File: src/rtl/bgc_pkg.sv
package bgc_pkg;

    typedef enum logic [1:0] {
        ST_IDLE   = 2'd0,
        ST_ACTIVE = 2'd1,
        ST_FROZEN = 2'd2
    } bgc_state_e;

endpackage

File: src/rtl/bgc_fsm.sv
module bgc_fsm
    import bgc_pkg::*;
(
    input  logic       clk,
    input  logic       rst_n,
    input  logic       start,
    input  logic       cke,
    input  logic       last_beat,
    output bgc_state_e state,
    output logic       load,
    output logic       beat
);

    bgc_state_e state_q;
    bgc_state_e state_d;

    // state register
    always_ff @(posedge clk or negedge rst_n) begin
        if (!rst_n) begin
            state_q <= ST_IDLE;
        end else begin
            state_q <= state_d;
        end
    end

    // next state and outputs
    always_comb begin
        state_d = state_q;
        load    = 1'b0;
        beat    = 1'b0;
        unique case (state_q)
            ST_IDLE: begin
                if (start && cke) begin
                    load    = 1'b1;
                    state_d = ST_ACTIVE;          // open
                end
            end
            ST_ACTIVE: begin
                if (cke) begin
                    beat    = 1'b1;
                    state_d = last_beat ? ST_IDLE  // close
                                        : ST_ACTIVE; // advance
                end else begin
                    state_d = ST_FROZEN;          // suspend
                end
            end
            ST_FROZEN: begin
                state_d = cke ? ST_ACTIVE : ST_FROZEN; // rearm / stay
            end
            default: begin
                state_d = ST_IDLE;
            end
        endcase
    end

    assign state = state_q;

endmodule

File: src/rtl/bgc_beat_ctr.sv
module bgc_beat_ctr #(
    parameter int LEN_W = 4
) (
    input  logic             clk,
    input  logic             rst_n,
    input  logic             load,
    input  logic [LEN_W-1:0] len_in,
    input  logic             wr_in,
    input  logic             beat,
    output logic [LEN_W-1:0] idx,
    output logic             last_beat,
    output logic             wr_q
);

    logic [LEN_W-1:0] idx_q;
    logic [LEN_W-1:0] len_q;

    always_ff @(posedge clk or negedge rst_n) begin
        if (!rst_n) begin
            idx_q <= '0;
            len_q <= '0;
            wr_q  <= 1'b0;
        end else if (load) begin
            idx_q <= '0;
            len_q <= len_in;
            wr_q  <= wr_in;
        end else if (beat) begin
            idx_q <= last_beat ? '0 : idx_q + 1'b1;
        end
    end

    assign last_beat = (idx_q == len_q);
    assign idx       = idx_q;

endmodule

File: src/rtl/bgc_strobe.sv
module bgc_strobe #(
    parameter int LANES = 6
) (
    input  logic               beat,
    input  logic               wr,
    input  logic               mask_lo,
    input  logic               mask_hi,
    output logic [2*LANES-1:0] byte_wen
);

    logic wr_beat;
    assign wr_beat = beat && wr;

    for (genvar g = 0; g < LANES; g++) begin : g_lane
        assign byte_wen[2*g]   = wr_beat && !mask_lo;
        assign byte_wen[2*g+1] = wr_beat && !mask_hi;
    end

endmodule

File: src/rtl/burst_gate_ctrl.sv
module burst_gate_ctrl
    import bgc_pkg::*;
#(
    parameter int DATA_W = 96,
    parameter int LEN_W  = 4
) (
    input  logic                clk,
    input  logic                rst_n,
    input  logic                start,
    input  logic [LEN_W-1:0]    len,
    input  logic                dir_wr,
    input  logic                cke,
    input  logic                mask_lo,
    input  logic                mask_hi,
    output logic [DATA_W/8-1:0] byte_wen,
    output logic                beat_valid,
    output logic [LEN_W-1:0]    beat_idx,
    output logic                burst_done,
    output logic                busy,
    output logic                rd_hold
);

    localparam int LANES  = DATA_W / 16;
    localparam int NBYTES = DATA_W / 8;

    bgc_state_e state;
    logic       load;
    logic       beat;
    logic       last_beat;
    logic       wr_q;

    bgc_fsm u_fsm (
        .clk       (clk),
        .rst_n     (rst_n),
        .start     (start),
        .cke       (cke),
        .last_beat (last_beat),
        .state     (state),
        .load      (load),
        .beat      (beat)
    );

    bgc_beat_ctr #(.LEN_W(LEN_W)) u_ctr (
        .clk       (clk),
        .rst_n     (rst_n),
        .load      (load),
        .len_in    (len),
        .wr_in     (dir_wr),
        .beat      (beat),
        .idx       (beat_idx),
        .last_beat (last_beat),
        .wr_q      (wr_q)
    );

    bgc_strobe #(.LANES(LANES)) u_strobe (
        .beat     (beat),
        .wr       (wr_q),
        .mask_lo  (mask_lo),
        .mask_hi  (mask_hi),
        .byte_wen (byte_wen)
    );

    assign busy       = (state != ST_IDLE);
    assign beat_valid = beat;
    assign burst_done = beat && last_beat;
    assign rd_hold    = busy && !wr_q && !beat;

endmodule

File: config.mk
export PLATFORM = sky130hd
export DESIGN_NAME = burst_gate_ctrl
export DESIGN_NICKNAME = d
export VERILOG_FILES = /design/src/rtl/bgc_pkg.sv /design/src/rtl/bgc_fsm.sv /design/src/rtl/bgc_beat_ctr.sv /design/src/rtl/bgc_strobe.sv /design/src/rtl/burst_gate_ctrl.sv
export SDC_FILE = /design/constraint.sdc
export NUM_CORES = 1
export LEC_CHECK = 0
export BUFFER_PORTS_ARGS = -buffer_cell sky130_fd_sc_hd__buf_2
export CAP_MARGIN = 10
export CORE_AREA = 2 2 44 46
export CTS_CLUSTER_DIAMETER = 150
export DETAILED_ROUTE_END_ITERATION = 8
export DIE_AREA = 0 0 46 48
export HOLD_SLACK_MARGIN = 0.12
export PLACE_DENSITY = 0.68
export SYNTH_ARGS = -nofsm -noshare
export SYNTH_HDL_FRONTEND = slang
export SYNTH_SLANG_ARGS = --single-unit
File: constraint.sdc
create_clock -name clk -period 1.4 [get_ports clk]
set_input_delay 0.14 -clock clk [delete_from_list [all_inputs] [get_ports clk]]
set_output_delay 0.14 -clock clk [all_outputs]
set_load 0.01 [all_outputs]
==> impl_metrics.py <==
metrics = {
    "cells_and_area": {
        "syn2layout_area_growth_pct": 52.3,
        "nets": 114,
        "antenna-diode-count": 0,
        "post-route-cell-area_um2": 1010,
        "fin_cells": 118,
        "drive_gt1_share_pct": 59.4,
    },
    "clock_tree": {
        "tritoncts": "yes",
        "root_buffer": "clkbuf_4",
        "cts_buffers": 3,
        "htree_num_levels": 1,
        "clock-sinks": 11,
        "insertion_delay_ns": 0.27,
        "path_clk_slew_ns": 0.07,
        "cts_buffer_depth": 2,
    },
    "worst_setup_path": {
        "r2r_start": "u_fsm.state[1]$_DFFE_PN0P_",
        "crit_path_max_incr_delay_ns": 0.37,
        "critPathTopFamily": "simple AND/OR/NAND/NOR gates",
        "crit_path_top_delay_cell": "dfrtp_1",
        "arrival_ns": 1.31,
        "worstPathMaxFanout": 6,
        "start_kind": "register",
        "critPathKind": "reg -> out",
        "worstSetupStartpoint": "u_fsm.state[1]$_DFFE_PN0P_",
        "endpoint_kind": "output port",
        "cp_data_required_time_ns": 1.26,
        "crit_chain": "nand3b_1 > inv_2 > nand2_4 > nor2_4 > buf_2",
        "path_buf_inv": 2,
    },
    "route": {
        "dr.pass1.iters": 2,
        "wl_um": 1550,
        "via_count": 560,
        "wl_per_cell_um": 13.1,
        "drtIter0Drc": 3,
        "vias_per_cell": 4.75,
        "drc": 0,
        "drtAntennaViolNets": 0,
    },
    "placed_design": {
        "dp_cells": 101,
        "dpl_cell_area_um2": 811,
        "gp_congestion": 0.693,
        "io_buffers": 30,
        "dp_hpwl_um": 1030,
    },
    "floorplan": {
        "die_y_um": 48,
        "rows": 15,
        "die_area_um2": 2210,
        "die_x_um": 46,
        "num_io_pins": 31,
        "initial_utilization_pct": 39.3,
        "fp.coreArea_um2": 1690,
    },
    "global_route": {
        "grt_pass1_wl_um": 2140,
        "antenna_found_initial": 0,
        "gr-total-overflow": 0,
        "grt_pass1_vias": 509,
        "grt_max_degree": 12,
        "grt_usage_pct": 14.7,
    },
    "synthesis": {
        "syn_avg_cell_area_um2": 11.2,
        "syn-instance-count": 59,
        "ys_types": 22,
        "syn-cell-area_um2": 663,
        "ys_seq_elements": 11,
        "ys_seq_area_share_pct": 41.5,
        "yosys_warnings": 0,
        "synth.net_count": 71,
    },
    "flow_run": {
        "drv_cap": 0,
    },
    "sta": {
        "fin_ws_ns": -0.0517,
        "hold_viol": 0,
        "setup_viol_count_final": 13,
        "slew_headroom_pct": 83.4,
        "worst_pin_slew_ns": 0.249,
        "fin_crit_sh_pct": 104,
        "rsz0062_at_grt": "true",
        "timing.fmax_mhz": 689,
        "slew_viol_final": 0,
        "fin_skew_ns": 0.00556,
        "layout_min_cycle_time_ns": 1.45,
        "hold_ws_ns": 0.260,
    },
    "power": {
        "p_leak_uw": 0.000538,
        "p_total_uw": 1920,
        "cellPowerDensity_nw_per_um2": 1900,
        "vdd_drop_max_mv": 1.04,
    },
    "outcome": {
        "violations": "setup timing",
        "outcome": "finished with violations",
    },
    "min_path": {
        "hp-class": "in -> async",
    },
}
## per-stage QoR
stage | TNS (ns) | setup slack, ns | utilization, %
after floorplan | -0.134 | -0.0134 | -
after global placement | 0 | 0.0812 | 48.0
after global routing | -1.62 | -0.138 | 59.8
final | -0.526 | -0.0517 | 59.8
after detailed placement | 0 | 0.0765 | 48.0
after CTS | -0.630 | -0.0581 | 57.0
## cell usage in the layout, fill, tap and decap left out, types with 3 or more instances in the layout
| master | n |
|---|---|
| a32o_1 | 3 |
| buf_2 | 26 |
| buf_4 | 11 |
| buf_6 | 4 |
| clkbuf_4 | 3 |
| dfrtp_1 | 10 |
| dlygate4sd3_1 | 7 |
| mux2_4 | 5 |
| nor2_1 | 5 |
| nor2_4 | 3 |
| xnor2_1 | 5 |
## sequential cells by signal (all words and copies together) (netlist names)
signal / flops
u_ctr.idx: 4
u_ctr.len_q: 4
u_fsm.state: 2
u_ctr.wr_q: 1
## logic make-up (layout without fill, tap and decap cells)
| group | count (synthesis) | count (layout) | synth area share, % |
|---|---|---|---|
| muxes | 6 | 6 | 13.0 |
| xor gates and xnor gates | 6 | 6 | 7.92 |
| buffers and inverters | 13 | 55 | 14.2 |
| DFF | 11 | 11 | 41.5 |
| adders and majority gates | 1 | 1 | 1.89 |
| and+or+nand+nor | 16 | 16 | 13.8 |
| AOI/OAI and AO/OA | 6 | 6 | 7.74 |
## cells in the mapped netlist, drive strengths merged
cell     n  share of area (%)
a21o     1                1.1
a21oi    1               0.75
a22o     1                1.3
a32o     3                4.5
and4bb   1                1.9
buf     11                 13
dfrtp   11                 42
ha       1                1.9
inv      2                1.1
mux2     6                 13
nand2    1               0.57
nand3    1               0.75
nand3b   1                1.1
nand4    1               0.94
nor2     8                5.7
nor3     1               0.75
nor3b    1                1.1
or2      1               0.94
xnor2    6                7.9
## worst register-to-register path, stage by stage, from the launching register on
cell and delay [ns]:
dfrtp_1 0.37, buf_4 0.16, and4bb_1 0.31, buf_12 0.14, mux2_4 0.30
## worst paths after layout
| check | end | cells after the start | slack [ns] |
|---|---|---|---|
| setup reg to reg | u_ctr.len_q[2]$_DFFE_PN0P_ | 4 | 0.01 |
| setup / recovery | byte_wen[6] | 5 | -0.05 |
| hold / removal | u_ctr.len_q[1]$_DFFE_PN0P_ | 2 | 0.26 |
| hold reg to reg | u_ctr.len_q[2]$_DFFE_PN0P_ | 1 | 0.53 |
| max in group asynchronous | u_ctr.idx[1]$_DFFE_PN0P_ | 2 | 0.92 |
| min in group clk | u_fsm.state[0]$_DFFE_PN0P_ | 4 | 0.27 |
## metal layers
metal  wire, µm  track usage, %  up-vias
met3        105            6.79        2
li1           -               -      277
met2        866            26.9       21
met1        563            14.5      260
met5          0               0        -
met4         11            5.14        0
## power by group
| group | total, µW | internal, µW | switching [µW] |
|---|---|---|---|
| logic | 1110 | 659 | 447 |
| registers | 598 | 459 | 140 |
| clock network | 212 | 110 | 102 |
| total | 1920 | 1230 | 689 |
## layout make-up
cell class	count	area, µm²
well taps	17	21.3
multi-input cells	35	330
flip-flops and latches	11	277
repair buffers	49	348
inverters	2	7.51
clock buffers	4	26.3
fillers	137	679
## repair_timing
item                       in CTS  in global routing
hold buffers                    7                  0
hold endpoints to repair       17                  0
cloned                          0                  0
buffers inserted                4                  3
setup endpoints to repair      14                 21
gates resized for setup         7                  5
pin swaps                       2                  3
No activity file was read; power rests on OpenSTA's default activity.
